<file path="config.mk">
export PLATFORM = sky130hd
export DESIGN_NAME = pkt_desc_finalizer
export DESIGN_NICKNAME = d
export VERILOG_FILES = /design/src/rtl/pdf_pkg.sv /design/src/rtl/pdf_csum_acc.sv /design/src/rtl/pdf_seq_bank.sv /design/src/rtl/pkt_desc_finalizer.sv
export SDC_FILE = /design/constraint.sdc
export NUM_CORES = 1
export LEC_CHECK = 0
export CAP_MARGIN = 20
export CORE_MARGIN = 2
export CORE_UTILIZATION = 59
export DETAILED_ROUTE_END_ITERATION = 8
export DONT_BUFFER_PORTS = 1
export PLACE_DENSITY = 0.75
export SYNTH_ARGS = -nofsm -noshare
export SYNTH_HDL_FRONTEND = slang
export SYNTH_HIERARCHICAL = 1
export SYNTH_SLANG_ARGS = --single-unit
</file>
<file path="constraint.sdc">
create_clock -name clk -period 9.12 [get_ports clk]
set_input_delay 0.912 -clock clk [delete_from_list [all_inputs] [get_ports clk]]
set_output_delay 0.912 -clock clk [all_outputs]
set_load 0.02 [all_outputs]
</file>
<file path="src/rtl/pdf_pkg.sv">
package pdf_pkg;

  typedef enum logic [1:0] {
    DEST_DROP     = 2'b00,
    DEST_ALL      = 2'b01,
    DEST_DESC     = 2'b10,
    DEST_DROP_ALT = 2'b11
  } dest_e;

  // one's complement 16-bit add with end-around carry
  function automatic logic [15:0] oc_add16(input logic [15:0] a, input logic [15:0] b);
    logic [16:0] s;
    s = {1'b0, a} + {1'b0, b};
    return s[15:0] + {15'd0, s[16]};
  endfunction

  function automatic logic [15:0] swap16(input logic [15:0] v);
    return {v[7:0], v[15:8]};
  endfunction

  // place a byte on the high lane (hi=1) or low lane of a 16-bit word
  function automatic logic [15:0] lane16(input logic [7:0] b, input logic hi);
    return hi ? {b, 8'h00} : {8'h00, b};
  endfunction

  function automatic logic is_delivered(input logic [1:0] code);
    return (code == DEST_ALL) || (code == DEST_DESC);
  endfunction

endpackage

</file>
<file path="src/rtl/pdf_csum_acc.sv">
module pdf_csum_acc #(
  parameter int OFF_W   = 14,
  parameter int START_W = 8
) (
  input  logic               clk,
  input  logic               rst_n,
  input  logic               beat_valid_i,
  input  logic               beat_sop_i,
  input  logic [7:0]         beat_data_i,
  input  logic [START_W-1:0] start_i,
  input  logic [15:0]        seed_i,
  output logic [15:0]        sum_next_o
);
  import pdf_pkg::*;

  localparam logic [OFF_W-1:0] OFF_MAX = {OFF_W{1'b1}};

  logic [15:0]        acc_q;
  logic [OFF_W-1:0]   off_q;
  logic [START_W-1:0] start_q;

  logic [15:0]        base_w;
  logic [OFF_W-1:0]   cur_off_w;
  logic [START_W-1:0] cur_start_w;
  logic               in_span_w;
  logic               hi_lane_w;

  always_comb begin
    base_w      = beat_sop_i ? swap16(seed_i) : acc_q;
    cur_off_w   = beat_sop_i ? '0 : off_q;
    cur_start_w = beat_sop_i ? start_i : start_q;
    in_span_w   = cur_off_w >= OFF_W'(cur_start_w);
    hi_lane_w   = ~(cur_off_w[0] ^ cur_start_w[0]);
    sum_next_o  = in_span_w ? oc_add16(base_w, lane16(beat_data_i, hi_lane_w)) : base_w;
  end

  always_ff @(posedge clk) begin
    if (!rst_n) begin
      acc_q   <= '0;
      off_q   <= '0;
      start_q <= '0;
    end else if (beat_valid_i) begin
      acc_q   <= sum_next_o;
      start_q <= cur_start_w;
      off_q   <= (cur_off_w == OFF_MAX) ? OFF_MAX : cur_off_w + 1'b1;
    end
  end

endmodule

</file>
<file path="src/rtl/pdf_seq_bank.sv">
module pdf_seq_bank #(
  parameter int PSN_W  = 48,
  parameter int GP_W   = 16,
  parameter int GP_NUM = 8,
  parameter int SEL_W  = 16
) (
  input  logic             clk,
  input  logic             rst_n,
  input  logic             fire_i,
  input  logic             gp_use_i,
  input  logic [SEL_W-1:0] sel_i,
  output logic [PSN_W-1:0] psn_o,
  output logic [GP_W-1:0]  gp_o
);
  localparam int IDX_W = (GP_NUM > 1) ? $clog2(GP_NUM) : 1;

  logic [PSN_W-1:0] psn_q;
  logic [GP_W-1:0]  gp_q [GP_NUM];
  logic [IDX_W-1:0] idx_w;

  assign idx_w = sel_i[IDX_W-1:0];
  assign psn_o = psn_q;
  assign gp_o  = gp_q[idx_w];

  always_ff @(posedge clk) begin
    if (!rst_n) psn_q <= '0;
    else if (fire_i) psn_q <= psn_q + 1'b1;
  end

  for (genvar g = 0; g < GP_NUM; g++) begin : g_ctr
    always_ff @(posedge clk) begin
      if (!rst_n) gp_q[g] <= '0;
      else if (fire_i && gp_use_i && (idx_w == IDX_W'(g))) gp_q[g] <= gp_q[g] + 1'b1;
    end
  end

endmodule

</file>
<file path="src/rtl/pkt_desc_finalizer.sv">
module pkt_desc_finalizer #(
  parameter int PSN_W  = 48,
  parameter int GP_W   = 16,
  parameter int GP_NUM = 8,
  parameter int RING_W = 8,
  parameter int OFF_W  = 14
) (
  input  logic              clk,
  input  logic              rst_n,
  input  logic              beat_valid_i,
  input  logic              beat_sop_i,
  input  logic              beat_eop_i,
  input  logic [7:0]        beat_data_i,
  input  logic [31:0]       now_sec_i,
  input  logic [31:0]       now_ns_i,
  input  logic              cls_ts_en_i,
  input  logic              cls_psn_en_i,
  input  logic              cls_gp_en_i,
  input  logic              cls_ring_keep_i,
  input  logic              cls_csum_en_i,
  input  logic [1:0]        cls_dest_i,
  input  logic [RING_W-1:0] cls_ring_i,
  input  logic [RING_W-1:0] lb_ring_i,
  input  logic [7:0]        cls_csum_start_i,
  input  logic [15:0]       cls_seed_i,
  input  logic [GP_W-1:0]   cls_gp_i,
  input  logic [PSN_W-1:0]  cls_psn_i,
  input  logic [31:0]       cls_ts_sec_i,
  input  logic [31:0]       cls_ts_ns_i,
  output logic              desc_valid_o,
  output logic [1:0]        desc_dest_o,
  output logic [RING_W-1:0] desc_ring_o,
  output logic [15:0]       desc_csum_o,
  output logic [GP_W-1:0]   desc_gp_o,
  output logic [PSN_W-1:0]  desc_psn_o,
  output logic [31:0]       desc_ts_sec_o,
  output logic [31:0]       desc_ts_ns_o
);
  import pdf_pkg::*;

  typedef struct packed {
    logic              ts_en;
    logic              psn_en;
    logic              gp_en;
    logic              ring_keep;
    logic              csum_en;
    logic [1:0]        dest;
    logic [RING_W-1:0] ring;
    logic [RING_W-1:0] lb_ring;
    logic [15:0]       seed;
    logic [GP_W-1:0]   gp;
    logic [PSN_W-1:0]  psn;
    logic [31:0]       c_sec;
    logic [31:0]       c_ns;
    logic [31:0]       t_sec;
    logic [31:0]       t_ns;
  } cls_hold_t;

  cls_hold_t hold_q, cur_w, in_w;

  // named internal events for the checker
  logic              sop_w, fin_w, deliver_w, fire_w;
  logic [RING_W-1:0] cur_ring_sel_w;
  logic [PSN_W-1:0]  psn_cur_w;
  logic [GP_W-1:0]   gp_cur_w;
  logic [15:0]       sum_next_w;

  always_comb begin
    in_w = '{ts_en: cls_ts_en_i, psn_en: cls_psn_en_i, gp_en: cls_gp_en_i,
             ring_keep: cls_ring_keep_i, csum_en: cls_csum_en_i, dest: cls_dest_i,
             ring: cls_ring_i, lb_ring: lb_ring_i, seed: cls_seed_i, gp: cls_gp_i,
             psn: cls_psn_i, c_sec: cls_ts_sec_i, c_ns: cls_ts_ns_i,
             t_sec: now_sec_i, t_ns: now_ns_i};
  end

  assign sop_w          = beat_valid_i & beat_sop_i;
  assign cur_w          = sop_w ? in_w : hold_q;
  assign fin_w          = beat_valid_i & beat_eop_i;
  assign deliver_w      = is_delivered(cur_w.dest);
  assign fire_w         = fin_w & deliver_w;
  assign cur_ring_sel_w = cur_w.ring_keep ? cur_w.ring : cur_w.lb_ring;

  always_ff @(posedge clk) begin
    if (!rst_n) hold_q <= '0;
    else if (sop_w) hold_q <= in_w;
  end

  pdf_csum_acc #(.OFF_W(OFF_W), .START_W(8)) u_csum (
    .clk(clk), .rst_n(rst_n),
    .beat_valid_i(beat_valid_i), .beat_sop_i(beat_sop_i),
    .beat_data_i(beat_data_i), .start_i(cls_csum_start_i),
    .seed_i(cls_seed_i), .sum_next_o(sum_next_w)
  );

  pdf_seq_bank #(.PSN_W(PSN_W), .GP_W(GP_W), .GP_NUM(GP_NUM), .SEL_W(GP_W)) u_seq (
    .clk(clk), .rst_n(rst_n),
    .fire_i(fire_w), .gp_use_i(cur_w.gp_en), .sel_i(cur_w.gp),
    .psn_o(psn_cur_w), .gp_o(gp_cur_w)
  );

  always_ff @(posedge clk) begin
    if (!rst_n) begin
      desc_valid_o  <= 1'b0;
      desc_dest_o   <= '0;
      desc_ring_o   <= '0;
      desc_csum_o   <= '0;
      desc_gp_o     <= '0;
      desc_psn_o    <= '0;
      desc_ts_sec_o <= '0;
      desc_ts_ns_o  <= '0;
    end else begin
      desc_valid_o <= fire_w;
      if (fire_w) begin
        desc_dest_o   <= cur_w.dest;
        desc_ring_o   <= cur_ring_sel_w;
        desc_csum_o   <= cur_w.csum_en ? swap16(sum_next_w) : cur_w.seed;
        desc_gp_o     <= cur_w.gp_en ? gp_cur_w : cur_w.gp;
        desc_psn_o    <= cur_w.psn_en ? psn_cur_w : cur_w.psn;
        desc_ts_sec_o <= cur_w.ts_en ? cur_w.t_sec : cur_w.c_sec;
        desc_ts_ns_o  <= cur_w.ts_en ? cur_w.t_ns : cur_w.c_ns;
      end
    end
  end

endmodule

</file>
==> results.toml, run 1 <==
[timing]
relSlewSlack_pct = 16.07
fin_crit_sh_pct = 61.34
tightest_slew_ns = 1.259
max_freq_mhz = 178.8
fin_skew_ns = 0.01941
fin_setup_tns_ns = 0
hold_viol = 0
min_period_ns = 5.594
rsz0062_at_grt = "no"
setup_violations = 0
finalMaxSlewViolations = 0
fin_ws_ns = 3.526

[critical_path]
endpoint_kind = "flop"
arrival_ns = 6.09
ff2ff_setup_slack_ns = 3.54
critPathRequiredTime_ns = 9.62
timing.rr.end = "desc_csum_o[4]$_SDFFE_PN0P_"
crit_fanout = 49
critical_path_class = "primary input to flop"
start_kind = "primary input"
worstReg2RegStart = "u_csum/off_q[0]$_SDFFE_PN0P_"
reg2regPathDepth = 24

[detailed_routing]
antenna_left = 0
first_pass_iters = 5
num_vias = 25050
finalWirelength_um = 83460
initialDrtViolationCount = 2060
routedWlPerCell_um = 20.18
routed_via_density = 6.058
drc = 0

[cts]
tritoncts = "yes"
clockBufferDepth = 3
cts_inserted_buffers = 66
clkSinkCount = 600
post_cts_resized = 0
path_clk_slew_ns = 0.06
hold_buffers = 0
insertion_delay_ns = 0.59
postCtsSetupRepairBufs = 0
h-tree-depth = 3
root_buffer = "clkbuf_16"

[power_and_ir_drop]
p_per_area_nw_per_um2 = 190.4
p_leak_nw = 11.76
ir_drop_mv = 0.1447

[die]
ios = 407
die_area_um2 = 54110
die_h_um = 232.6
core_area_um2 = 51510
num_rows = 83
die_w_um = 232.6
initial_utilization_pct = 59.86

[global_routing]
grt_overflow = 0
grt_first_pass_wirelength_um = 128500
grt_util_all_layers_pct = 29.74
grt_pass1_vias = 23400
antenna_found_initial = 0
grt_max_degree = 420

[run]
cap_viol_max_count = 0

[yosys]
ys_seq_elements = 600
syn_inst = 3562
syn-cell-area_um2 = 30840
synth.largest_area_cell = "dfxtp_1"
synth_edf_count = 128
ys.flop_type = "dfxtp_1"
ys_warn_count = 6
syn_avg_cell_area_um2 = 8.657
async_reset_ff_share_pct = 0
syn_nets = 3851
seq_area_frac_synth_pct = 43.11
yosysTopAreaCellShare_pct = 30.64
synthDistinctLibCells = 87
yosys-top-cells-area = "dfxtp_1 (31%), edfxtp_1 (12%), nand2_1 (10%)"

[hold_path]
hp-class = "primary input to flop"
min_from = "beat_valid_i"
min_to = "u_csum/start_q[3]$_SDFFE_PN0P_"
min_path_cells = 1

[placement]
port_buffers = 0
place_ws_ns = 3.000
dpl_cell_area_um2 = 30790
gp_congestion = 0.8987
dp_hpwl_um = 56510

[layout]
syn_to_final_growth_pct = 7.275
final_nets = 3696
fin_area_um2 = 33080
layout-drive-gt1-share_pct = 6.771
antenna_cells = 0

[outcome]
outcome = "finished clean"
[sequential cells by signal, summed over array words and instances (netlist names)]
signal	count
desc_psn_o	48
desc_ts_ns_o	32
desc_valid_o	1
hold_q	231
u_seq/psn_o	48
desc_gp_o	16
u_csum/start_q	8
desc_dest_o	2
u_seq/gp_q	128
desc_ts_sec_o	32
u_csum/off_q	14
desc_ring_o	8
u_csum/acc_q	16
desc_csum_o	16
[worst max-delay path by stage]
stage / from / cells after the start / end / slack (ns)
2_1_floorplan: beat_sop_i / 26 / desc_csum_o[4]$_SDFFE_PN0P_ / 2.88
3_3_place_gp: beat_sop_i / 22 / desc_csum_o[6]$_SDFFE_PN0P_ / 3.00
3_5_place_dp: beat_sop_i / 23 / desc_csum_o[4]$_SDFFE_PN0P_ / 3.00
4_1_cts: u_csum/off_q[0]$_SDFFE_PN0P_ / 24 / desc_csum_o[4]$_SDFFE_PN0P_ / 3.56
5_1_grt: u_csum/off_q[0]$_SDFFE_PN0P_ / 24 / desc_csum_o[6]$_SDFFE_PN0P_ / 3.17
6_report: beat_sop_i / 23 / desc_csum_o[4]$_SDFFE_PN0P_ / 3.53
[power breakdown]
part | switching, mW | internal (mW) | total [mW]
sequential | 0.107 | 2.81 | 2.92
clock | 1.08 | 1.65 | 2.73
combinational | 0.374 | 0.273 | 0.648
[kinds of logic after synthesis]
| logic type | Yosys count | synth area share (%) |
|---|---|---|
| adder cells (fa/ha/maj) | 37 | 1.526 |
| XOR/XNOR | 161 | 4.597 |
| multiplexers | 232 | 9.069 |
| buffers and inverters | 275 | 3.976 |
| AND/OR/NAND/NOR | 1627 | 23.29 |
| AO/OA/AOI/OAI | 630 | 14.43 |
| flip-flops | 600 | 43.11 |
[layer usage]
| metal | up-vias | GRT usage, % | wire (µm) |
|---|---|---|---|
| met4 | 0 | 11.07 | 2783 |
| met3 | 142 | 8.836 | 7941 |
| met2 | 875 | 49.24 | 39540 |
| met1 | 12040 | 36.61 | 33200 |
| li1 | 12000 | - | - |
| met5 | - | 0 | 0 |
[layout make-up]
cell class | instances | area [µm²]
fillers | 4140 | 18430
multi-input cells | 2687 | 16370
flip-flops and latches | 600 | 13300
clock buffers | 100 | 2034
well taps | 680 | 850.8
repair buffers | 23 | 215.2
clock inverters | 17 | 203.9
inverters | 29 | 110.1
[cells in the final DEF (no fill, tap or decap), types with 70 or more instances in the layout]
| cell type | Yosys | routed |
|---|---|---|
| edfxtp_1 | 128 | 128 |
| o22ai_1 | 80 | 80 |
| or3_1 | 94 | 94 |
| nand3_1 | 149 | 149 |
| xor2_1 | 85 | 85 |
| a21boi_0 | 347 | 347 |
| clkbuf_16 | 0 | 70 |
| nand2_1 | 849 | 847 |
| mux2i_1 | 161 | 161 |
| xnor2_1 | 75 | 75 |
| nor2_1 | 308 | 308 |
| dfxtp_1 | 472 | 471 |
[cell usage after synthesis, types with 8 or more instances]
| library cell | n |
|---|---|
| edfxtp_1 | 128 |
| buf_1 | 14 |
| nand4_1 | 33 |
| xor2_1 | 85 |
| buf_2 | 80 |
| o31ai_1 | 11 |
| a21boi_1 | 18 |
| a21boi_0 | 347 |
| mux2_2 | 36 |
| o22ai_1 | 80 |
| or4_1 | 8 |
| a211oi_1 | 10 |
| nor2_1 | 308 |
| nor2b_1 | 26 |
| nand2b_1 | 14 |
| a21oi_1 | 56 |
| dfxtp_1 | 472 |
| mux4_2 | 32 |
| a31oi_1 | 8 |
| and2_1 | 35 |
| and3_1 | 24 |
| ha_1 | 36 |
| nand2_1 | 849 |
| o21ai_0 | 44 |
| nand3_1 | 149 |
| clkbuf_1 | 136 |
| inv_1 | 29 |
| mux2i_1 | 161 |
| xnor2_1 | 75 |
| and4_1 | 14 |
| nor3_1 | 31 |
| nor4_1 | 16 |
| o21a_1 | 11 |
| or3_1 | 94 |
[critical path: stages]
cell      delay, ns
mux2_2         0.36
ha_1           0.64
nor2b_1        0.10
ha_1           0.23
fa_1           0.43
a211oi_2       0.29
o21a_1         0.24
or4_4          0.17
nand2_1        0.08
o21a_1         0.18
o21a_1         0.15
o21ai_0        0.14
nand2b_1       0.10
ha_1           0.21
ha_1           0.19
and2_2         0.19
and4_4         0.21
and4_4         0.21
a31o_1         0.22
a31oi_2        0.20
nor2_1         0.06
or3_1          0.36
a21boi_0       0.16
[per-stage QoR]
step / std cells / hold slack (ns) / util, % / total power [mW]
global route: 4136 / 0.4212 / 64.22 / 6.537
global placement: 4016 / 0.4425 / 59.77 / 3.587
floorplan: 3562 / 0.4320 / - / 3.497
detailed placement: 4016 / 0.4551 / 59.77 / 3.609
finish: 4136 / 0.4358 / 64.22 / 6.299
CTS: 4133 / 0.3907 / 64.12 / 6.336
(Power assumes the default switching activity.)
==> run 2, diff against run 1 <==
==> constraint.sdc (replaced) <==
create_clock -name clk -period 5.4 [get_ports clk]
set_input_delay 0.54 -clock clk [delete_from_list [all_inputs] [get_ports clk]]
set_output_delay 0.54 -clock clk [all_outputs]
set_load 0.02 [all_outputs]
==> run 2 against run 1 <==
Against the previous run: routed wire length down 1.5%; clock power up 67%; sequential power up 69%; global-route usage down 0.31 points; critical path depth unchanged; via count down 0.14%; core utilization up 0.36 points; setup slack worse by 3.2 ns; total power up 69%; cell area up 0.57%; first-iteration DRC count down 0.29%; clock-buffer cell count down 6; largest cell class unchanged.
==> results.toml, run 2 (synthesis gave the netlist of run 1 again) <==
[layout]
fin_area_um2 = 33270
layout-drive-gt1-share_pct = 7.695
antenna_cells = 0
fillCellCount = 4257
top_register = "hold_q"
largest_reg_flops = 231
multi_input_area_um2 = 16400
syn_to_final_growth_pct = 7.884
final_nets = 3721
top_regs = "hold_q (231), u_seq/gp_q (128)"
mostFrequentLayoutCells = "nand2_1 (847), dfxtp_1 (471), a21boi_0 (347), nor2_1 (308), mux2i_1 (161)"
mostFrequentLayoutCell = "nand2_1"
regArea_um2 = 13300

[placement]
gp_congestion = 0.9011
dpl_cell_area_um2 = 30990
port_buffers = 0
dp_hpwl_um = 55750

[detailed_routing]
num_vias = 25020
first_pass_iters = 6
initialDrtViolationCount = 2054
drc = 0
antenna_left = 0
routed_via_density = 6.010
routedWlPerCell_um = 19.75
finalWirelength_um = 82220

[timing]
hold_viol = 0
fin_skew_ns = 0.02201
setup_violations = 0
fin_crit_sh_pct = 94.17
rsz0062_at_grt = "no"
relSlewSlack_pct = 27.50
tightest_slew_ns = 1.088
fin_setup_tns_ns = 0
min_period_ns = 5.085
max_freq_mhz = 196.7
finalMaxSlewViolations = 0

[critical_path]
crit_buf_inv = 1
crit_fanout = 9
critical_path_class = "flop to flop"
arrival_ns = 5.59
worstReg2RegStart = "u_csum/start_q[0]$_SDFFE_PN0P_"
crit_family = "simple AND/OR/NAND/NOR gates"
timing.rr.end = "desc_csum_o[6]$_SDFFE_PN0P_"
critical_path.cell_chain = "mux2_2, ha_4, buf_4, and2_1, ha_2, nand3_1, or4_4, nand2_1, o21a_1, o21a_1, o21ai_0, nand2b_1, ha_1, ha_1, and2_2, and4_4, nand4_1, nor3_1, mux2_2, nor2_1, nor2_1, or3_1, a21boi_0"
crit_slowest_cell = "or4_4"
crit_cells = 23
start_kind = "flop"
ff2ff_setup_slack_ns = 0.31
endpoint_kind = "flop"
critPathRequiredTime_ns = 5.91
reg2regPathDepth = 23
cpPeakStageDelay_ns = 0.57

[cts]
clockBufferDepth = 3
postCtsSetupRepairBufs = 0
path_clk_slew_ns = 0.06
insertion_delay_ns = 0.60
tritoncts = "yes"
hold_buffers = 0
clkSinkCount = 600
post_cts_resized = 0
h-tree-depth = 3
cts_inserted_buffers = 67
root_buffer = "clkbuf_16"

[die]
die_w_um = 232.6
die_area_um2 = 54110
ios = 407
die_h_um = 232.6
num_rows = 83
core_area_um2 = 51510
initial_utilization_pct = 59.86

[global_routing]
grt_max_degree = 420
antenna_found_initial = 0
grt_overflow = 0
grt_first_pass_wirelength_um = 127400
grt_util_all_layers_pct = 29.43
grt_pass1_vias = 23330

[hold_path]
min_path_cells = 1
min_to = "u_csum/start_q[2]$_SDFFE_PN0P_"
min_from = "beat_valid_i"
hp-class = "primary input to flop"

[power_and_ir_drop]
p_leak_nw = 11.87
p_per_area_nw_per_um2 = 319.2
ir_drop_mv = 0.2536

[run]
cap_viol_max_count = 0

[outcome]
outcome = "finished clean"
## run 2: worst max path at each step
stage	slack (ns)	to	from
after floorplan	0.01	desc_csum_o[4]$_SDFFE_PN0P_	beat_sop_i
after global placement	0.02	desc_csum_o[7]$_SDFFE_PN0P_	beat_sop_i
after detailed placement	-0.02	desc_csum_o[7]$_SDFFE_PN0P_	beat_sop_i
after CTS	0.26	desc_csum_o[7]$_SDFFE_PN0P_	u_csum/off_q[0]$_SDFFE_PN0P_
after global routing	0.04	desc_csum_o[7]$_SDFFE_PN0P_	u_csum/off_q[0]$_SDFFE_PN0P_
final	0.31	desc_csum_o[6]$_SDFFE_PN0P_	u_csum/start_q[0]$_SDFFE_PN0P_
## run 2: power by group
group | switching, mW | internal [mW]
clock network | 1.85 | 2.72
registers | 0.180 | 4.75
logic | 0.637 | 0.488
total | 2.67 | 7.95
## run 2: through the flow
step	cells	hold WS (ns)	worst slack [ns]	power (mW)	utilization, %
floorplan	3562	0.4320	0.01337	5.910	-
global placement	4041	0.4427	0.02298	6.088	60.16
detailed placement	4041	0.4548	-0.02454	6.121	60.16
CTS	4161	0.01955	0.2641	10.68	64.48
global route	4163	0.03049	0.03799	11.03	64.58
finish	4163	0.06154	0.3149	10.62	64.58
## run 2: cell type report
cell class / instances / share of cell area (%)
clock buffer: 94 / 6.089
clock inverter: 26 / 0.6055
inverter: 29 / 0.3310
multi-input combinational: 2687 / 49.29
sequential: 600 / 39.97
tap: 680 / 2.558
timing repair buffer: 47 / 1.158
## run 2: routing by layer
layer / vias up / track usage [%] / wire, µm
met3: 128 / 8.174 / 7371
met1: 12040 / 36.94 / 33660
met2: 822 / 48.84 / 38890
met4: 0 / 9.813 / 2303
met5: - / 0 / 0
li1: 12030 / - / -
